==> src/rtl/tblx_pkg.sv <==
package tblx_pkg;
  localparam int PTR_W   = 21;
  localparam int DATA_W  = 8;
  localparam int INSTR_W = 16;

  typedef enum logic [1:0] {
    STEP_HOLD = 2'b00,
    STEP_POST_INC = 2'b01,
    STEP_POST_DEC = 2'b10,
    STEP_PRE_INC  = 2'b11
  } stepMode_t;

  typedef enum logic [1:0] {
    ST_IDLE   = 2'b00,
    ST_ACCESS = 2'b01,
    ST_FINISH = 2'b10
  } xferState_t;

  typedef struct packed {
    logic      captureOp;
    stepMode_t stepMode;
    logic      rdStrobe;
    logic      wrStrobe;
    logic      latchCapture;
    logic      ptrLoadEn;
    logic      latchLoadEn;
  } ctrlStrobe_t;
endpackage

==> src/rtl/tblx_decode.sv <==
module tblx_decode
  import tblx_pkg::*;
#(
  parameter int INSTR_WIDTH = INSTR_W
) (
  input  logic [INSTR_WIDTH-1:0] instr,
  output logic                   isTable,
  output logic                   isWrite,
  output stepMode_t              stepMode
);
  localparam int HI_W = INSTR_WIDTH - 3;
  localparam logic [HI_W-1:0] TABLE_PREFIX = HI_W'(1);

  always_comb begin
    isTable  = (instr[INSTR_WIDTH-1:3] == TABLE_PREFIX);
    isWrite  = instr[2];
    stepMode = stepMode_t'(instr[1:0]);
  end
endmodule

==> src/rtl/tblx_ctrl.sv <==
module tblx_ctrl
  import tblx_pkg::*;
(
  input  logic        clk,
  input  logic        rstN,
  input  logic        start,
  input  logic        isTable,
  input  logic        isWrite,
  input  stepMode_t   stepMode,
  input  logic        ptrLoad,
  input  logic        latchLoad,
  output ctrlStrobe_t st,
  output logic        busy,
  output logic        done
);
  xferState_t state, stateNext;
  logic       writeQ;
  logic       accept;

  assign accept = (state == ST_IDLE) && start && isTable;

  always_comb begin
    stateNext = state;
    case (state)
      ST_IDLE:   if (accept) stateNext = ST_ACCESS;
      ST_ACCESS: stateNext = ST_FINISH;
      ST_FINISH: stateNext = ST_IDLE;
      default:   stateNext = ST_IDLE;
    endcase
  end

  always_ff @(posedge clk) begin
    if (!rstN) begin
      state  <= ST_IDLE;
      writeQ <= 1'b0;
    end else begin
      state <= stateNext;
      if (accept) writeQ <= isWrite;
    end
  end

  always_comb begin
    st.captureOp    = accept;
    st.stepMode     = stepMode;
    st.rdStrobe     = (state == ST_ACCESS) && !writeQ;
    st.wrStrobe     = (state == ST_ACCESS) && writeQ;
    st.latchCapture = (state == ST_ACCESS) && !writeQ;
    st.ptrLoadEn    = (state == ST_IDLE) && ptrLoad && !accept;
    st.latchLoadEn  = (state == ST_IDLE) && latchLoad && !accept;
    busy            = (state != ST_IDLE);
    done            = (state == ST_FINISH);
  end
endmodule

==> src/rtl/tblx_datapath.sv <==
module tblx_datapath
  import tblx_pkg::*;
#(
  parameter int PTR_WIDTH  = PTR_W,
  parameter int DATA_WIDTH = DATA_W
) (
  input  logic                  clk,
  input  logic                  rstN,
  input  ctrlStrobe_t           st,
  input  logic [PTR_WIDTH-1:0]  ptrLoadVal,
  input  logic [DATA_WIDTH-1:0] latchLoadVal,
  input  logic [DATA_WIDTH-1:0] memRdData,
  output logic [PTR_WIDTH-1:0]  ptrVal,
  output logic [DATA_WIDTH-1:0] latchVal,
  output logic [PTR_WIDTH-1:0]  memAddr
);
  localparam logic [PTR_WIDTH-1:0] ONE = PTR_WIDTH'(1);

  logic [PTR_WIDTH-1:0] ptrQ, accAddrQ, ptrNext, ptrInc, ptrDec;
  logic [DATA_WIDTH-1:0] latchQ;

  assign ptrInc = ptrQ + ONE;
  assign ptrDec = ptrQ - ONE;

  always_comb begin
    case (st.stepMode)
      STEP_POST_INC, STEP_PRE_INC: ptrNext = ptrInc;
      STEP_POST_DEC:               ptrNext = ptrDec;
      default:                     ptrNext = ptrQ;
    endcase
  end

  always_ff @(posedge clk) begin
    if (!rstN) begin
      ptrQ     <= '0;
      accAddrQ <= '0;
      latchQ   <= '0;
    end else begin
      if (st.ptrLoadEn) begin
        ptrQ <= ptrLoadVal;
      end else if (st.captureOp) begin
        ptrQ     <= ptrNext;
        accAddrQ <= (st.stepMode == STEP_PRE_INC) ? ptrInc : ptrQ;
      end
      if (st.latchLoadEn) latchQ <= latchLoadVal;
      else if (st.latchCapture) latchQ <= memRdData;
    end
  end

  assign ptrVal   = ptrQ;
  assign latchVal = latchQ;
  assign memAddr  = accAddrQ;
endmodule

==> src/rtl/tblx_unit.sv <==
module tblx_unit
  import tblx_pkg::*;
#(
  parameter int PTR_WIDTH   = PTR_W,
  parameter int DATA_WIDTH  = DATA_W,
  parameter int INSTR_WIDTH = INSTR_W
) (
  input  logic                   clk,
  input  logic                   rstN,
  input  logic                   start,
  input  logic [INSTR_WIDTH-1:0] instr,
  input  logic                   ptrLoad,
  input  logic [PTR_WIDTH-1:0]   ptrLoadVal,
  input  logic                   latchLoad,
  input  logic [DATA_WIDTH-1:0]  latchLoadVal,
  input  logic [DATA_WIDTH-1:0]  memRdData,
  output logic [PTR_WIDTH-1:0]   ptrVal,
  output logic [DATA_WIDTH-1:0]  latchVal,
  output logic [PTR_WIDTH-1:0]   memAddr,
  output logic                   memRdEn,
  output logic                   memWrEn,
  output logic [DATA_WIDTH-1:0]  memWrData,
  output logic                   busy,
  output logic                   done
);
  logic        isTable, isWrite;
  stepMode_t   stepMode;
  ctrlStrobe_t st;

  tblx_decode #(.INSTR_WIDTH(INSTR_WIDTH)) u_decode (
    .instr(instr), .isTable(isTable), .isWrite(isWrite), .stepMode(stepMode)
  );

  tblx_ctrl u_ctrl (
    .clk(clk), .rstN(rstN), .start(start), .isTable(isTable),
    .isWrite(isWrite), .stepMode(stepMode), .ptrLoad(ptrLoad),
    .latchLoad(latchLoad), .st(st), .busy(busy), .done(done)
  );

  tblx_datapath #(.PTR_WIDTH(PTR_WIDTH), .DATA_WIDTH(DATA_WIDTH)) u_dp (
    .clk(clk), .rstN(rstN), .st(st), .ptrLoadVal(ptrLoadVal),
    .latchLoadVal(latchLoadVal), .memRdData(memRdData), .ptrVal(ptrVal),
    .latchVal(latchVal), .memAddr(memAddr)
  );

  assign memRdEn   = st.rdStrobe;
  assign memWrEn   = st.wrStrobe;
  assign memWrData = latchVal;
endmodule

==> config.mk <==
export PLATFORM = sky130hd
export DESIGN_NAME = tblx_unit
export DESIGN_NICKNAME = d
export VERILOG_FILES = /design/src/rtl/tblx_pkg.sv /design/src/rtl/tblx_decode.sv /design/src/rtl/tblx_ctrl.sv /design/src/rtl/tblx_datapath.sv /design/src/rtl/tblx_unit.sv
export SDC_FILE = /design/constraint.sdc
export NUM_CORES = 1
export LEC_CHECK = 0
export BUFFER_PORTS_ARGS = -buffer_cell sky130_fd_sc_hd__buf_2
export CAP_MARGIN = 20
export CORE_ASPECT_RATIO = 0.75
export CORE_UTILIZATION = 56
export CTS_BUF_LIST = sky130_fd_sc_hd__clkbuf_8
export DETAILED_ROUTE_END_ITERATION = 12
export GPL_TIMING_DRIVEN = 0
export PLACE_DENSITY = 0.88
export SYNTH_ARGS = -nofsm -noshare
export SYNTH_HDL_FRONTEND = slang
export SYNTH_HIERARCHICAL = 1
export SYNTH_SLANG_ARGS = --single-unit
==> constraint.sdc <==
create_clock -name clk -period 4.6 [get_ports clk]
set_clock_uncertainty 0.2 [all_clocks]
set_input_delay 0.23 -clock clk [delete_from_list [all_inputs] [get_ports clk]]
set_output_delay 0.23 -clock clk [all_outputs]
set_load 0.05 [all_outputs]
==> out/summary.md <==
* number of H-tree levels: 2
* residual DRC count: 0
* share of the synthesized area in compound gates (AO/OA/AOI/OAI): 21.0%
* post-synthesis simple-gate area fraction: 27.6%
* root cell of the clock tree: sky130_fd_sc_hd__clkbuf_8
* crit path time final: 2.74 ns
* number of antenna violations at the first check in global routing: 0
* minimum hold slack: 0.0157 ns
* delay-heaviest family, CP: buffers and inverters
* Critical Path AT: 2.79 ns
* Setup TNS Final: 0 ns
* wire per inst: 18.3 um
* Sink Count: 53
* CP Max Fanout: 10
* clock buffers created by TritonCTS: 5
* Final Setup Violations: 0
* CP required: 4.65 ns
* total congestion overflow after global routing: 0
* detailed-routing iteration count for the pre-antenna-repair pass: 6
* fraction of final layout cells sized beyond drive strength 1: 27.6%
* area of the die: 6570 um2
* static leakage: 1.85 nW
* setup slack of the critical path after layout: 1.86 ns
* Fin. Hold Viols: 0
* via count of the first global-routing pass: 3682
* post-route ant nets: 0
* reported max-cap violation count: 0
* IO Count: 120
* number of flops mapped to enable cells by yosys: 0
* Synth top area share: 30.3%
* most frequent cells in the layout: sky130_fd_sc_hd__buf_2 (128), sky130_fd_sc_hd__dfxtp_1 (53), sky130_fd_sc_hd__nor2_1 (49)
* Slew headroom: 53.6%
* worst slack at placement: 1.78 ns
* largest net degree at the start of global routing: 15
* nets: 656
* buffers and inverters on the worst path: 4
* routability congestion estimate from global placement: 0.964
* die height: 70.5 um
* post-DP HPWL: 8.90 mm
* Critical Setup Path Class: in -> reg
* per-cell via count in the routed design: 6.12
* clock transition at the register clock pins on the worst setup and hold paths after CTS: 0.09 ns
* standard cell core area: 5920 um2
* drt total wl: 12.3 mm
* worst hold-check path type: in -> reg
* number of antenna diodes: 0
* critical-path cell with the highest stage delay: sky130_fd_sc_hd__dlygate4sd3_1
* Yosys cell types: 64
* arithmetic-cell share of the synthesized area counting full adders, half adders and majority gates: 0.715%
* Total GRT Usage: 37.5%
* leading cell type in the layout, fill and taps excluded: sky130_fd_sc_hd__buf_2
* xor-xnor portion of the synthesized cell area: 7.26%
* number of DRC markers after the initial detailed-route iteration: 369
* Yosys warning count: 6
* synthesis-to-finish area growth: 26.6%
* largest incremental delay on the critical path: 0.51 ns
* Mapped Cells: 455
* cell repeated most along the worst path: sky130_fd_sc_hd__clkbuf_1
* dominant combinational cell family by area after synthesis: simple AND/OR/NAND/NOR gates
* Main synth FF type: sky130_fd_sc_hd__dfxtp_1
* ys async rst share: 0%
* number of buffers on the longest clock path: 2
* clock latency on the worst-skew pair: 0.30 ns
* Post-Syn Area: 3500 um2
* count of standard-cell rows: 24
* width of the die: 93.3 um
* number of nets produced by synthesis: 515
* peak supply drop: 160 uV
* post-synthesis mux area share: 3.43%
* Max Slew Vio Count: 0
* Layout fillers: 465
* sort of element at the start of the critical path: input port
* clock tree from TritonCTS: done
* Pwr per Cell Area: 229 nW/um2
* sequential-to-total area share from yosys stat: 30.3%
* largest cells by area after synthesis: sky130_fd_sc_hd__dfxtp_1 (30%), sky130_fd_sc_hd__a21oi_1 (5.6%), sky130_fd_sc_hd__nor2_1 (5.3%)
* count of vias placed by the detailed router: 4122
* highest clock frequency the design can meet: 365 MHz
* final worst-path cycle share: 59.6%
* cells along the critical path: dlygate4sd3_1, buf_2, clkbuf_1, and3b_1, clkbuf_1, o21ai_1, or3_1, nand3_1
* run status: finished clean
* setup repair after global routing missed its margin: no
* average size of a mapped cell: 7.69 um2
* Starting Density: 59.1%
* number of setup buffers added after CTS: 0
* transition time at the pin with the least slew margin: 0.696 ns
* kind of capture point of the worst setup path: flop
* first-pass GRT wire length: 18.9 mm
* Synth area leader: sky130_fd_sc_hd__dfxtp_1
* IO buf count: 116
* register bit total from synthesis: 53
==> per-layer routing <==
| metal | global-route usage, % | vias to the layer above | wire, um |
|---|---|---|---|
| met1 | 51.8 | 1897 | 5230 |
| met5 | 0 | - | 0 |
| li1 | - | 1921 | - |
| met2 | 55.4 | 276 | 5230 |
| met4 | 12.3 | 0 | 291 |
| met3 | 11.2 | 28 | 1560 |
==> worst reg2reg max path: cells and delay by family (launching register included) <==
family                    cells  cell delay, ns
xor gates and xnor gates      1            0.22
buffers and inverters         2            0.74
DFF                           1            0.41
AOI/OAI and AO/OA             3            0.65
and+or+nand+nor               1            0.28
==> cells in the mapped netlist (3+ instances only) <==
cell	instances
sky130_fd_sc_hd__buf_4	15
sky130_fd_sc_hd__a22o_1	3
sky130_fd_sc_hd__nand2_1	28
sky130_fd_sc_hd__inv_1	6
sky130_fd_sc_hd__o31ai_1	3
sky130_fd_sc_hd__nand3_1	23
sky130_fd_sc_hd__o21ai_0	23
sky130_fd_sc_hd__nor2_1	49
sky130_fd_sc_hd__nor4_1	8
sky130_fd_sc_hd__a22oi_1	3
sky130_fd_sc_hd__buf_6	3
sky130_fd_sc_hd__o221ai_1	3
sky130_fd_sc_hd__xnor2_1	19
sky130_fd_sc_hd__and4_1	3
sky130_fd_sc_hd__mux2i_1	12
sky130_fd_sc_hd__or3_1	4
sky130_fd_sc_hd__nand4_1	13
sky130_fd_sc_hd__nor3_1	14
sky130_fd_sc_hd__o21ai_1	4
sky130_fd_sc_hd__buf_1	3
sky130_fd_sc_hd__clkbuf_1	25
sky130_fd_sc_hd__and3_1	8
sky130_fd_sc_hd__a21oi_1	39
sky130_fd_sc_hd__or4_1	3
sky130_fd_sc_hd__and2_1	3
sky130_fd_sc_hd__buf_2	12
sky130_fd_sc_hd__o31a_1	3
sky130_fd_sc_hd__o211ai_1	4
sky130_fd_sc_hd__a211oi_1	6
sky130_fd_sc_hd__a311oi_1	3
sky130_fd_sc_hd__dfxtp_1	53
sky130_fd_sc_hd__xor2_1	10
sky130_fd_sc_hd__o22ai_1	5
==> metrics by stage <==
stage	power (W)	instances	util [%]	area, um2
after floorplan	0.000681	455	-	3500
after global placement	0.000755	649	70.6	4180
after detailed placement	0.000759	649	70.6	4180
after CTS	0.00101	673	74.9	4430
after global routing	0.00105	673	74.9	4430
final	0.00102	673	74.9	4430
==> cell type report <==
type	instances	area [um2]	share of cell area (%)
multi-input combinational	337	2100	47.4
sequential	53	1060	23.9
timing repair buffer	134	761	17.2
buffer	58	312	7.03
tap	78	97.6	2.20
clock buffer	5	68.8	1.55
inverter	7	26.3	0.593
clock inverter	1	5.00	0.113
==> power breakdown <==
group	internal [W]	switching (W)	leakage, nW
logic	0.0000966	0.000184	1.37
clock network	0.000101	0.000146	0.0399
registers	0.000473	0.0000155	0.433
total	0.000670	0.000346	1.85
==> repair_timing <==
item / 4_1_cts / 5_1_grt
endpoints found under the hold margin: 17 / 0
hold buffers: 18 / 0
resized for setup: 0 / 0
==> flip-flops by register name, summed over array words and instances (netlist names) <==
name           flops
u_dp/ptrVal       21
u_ctrl/writeQ      1
u_ctrl/state       2
u_dp/latchVal      8
u_dp/memAddr      21
==> cells by family (layout without fill, tap and decap cells) <==
family                   after synthesis  after routing
XOR/XNOR                              29             29
multiplexers                          12             12
flip-flops                            53             53
AND/OR/NAND/NOR                      178            178
buffers and inverters                 65            205
AO/OA/AOI/OAI                        116            116
adder cells (fa/ha/maj)                2              2
==> final timing paths <==
kind,endpoint,start,slack (ns),depth (start not counted)
min reg2reg,u_dp/memAddr[0],u_dp/memAddr[0],0.31,2
max reg2reg,u_dp/ptrVal[7],u_ctrl/state[0],1.98,7
max,u_dp/ptrVal[16],rstN,1.86,8
min,u_dp/ptrVal[2],ptrLoadVal[2],0.02,3
Power figures use the tool's default switching activity.
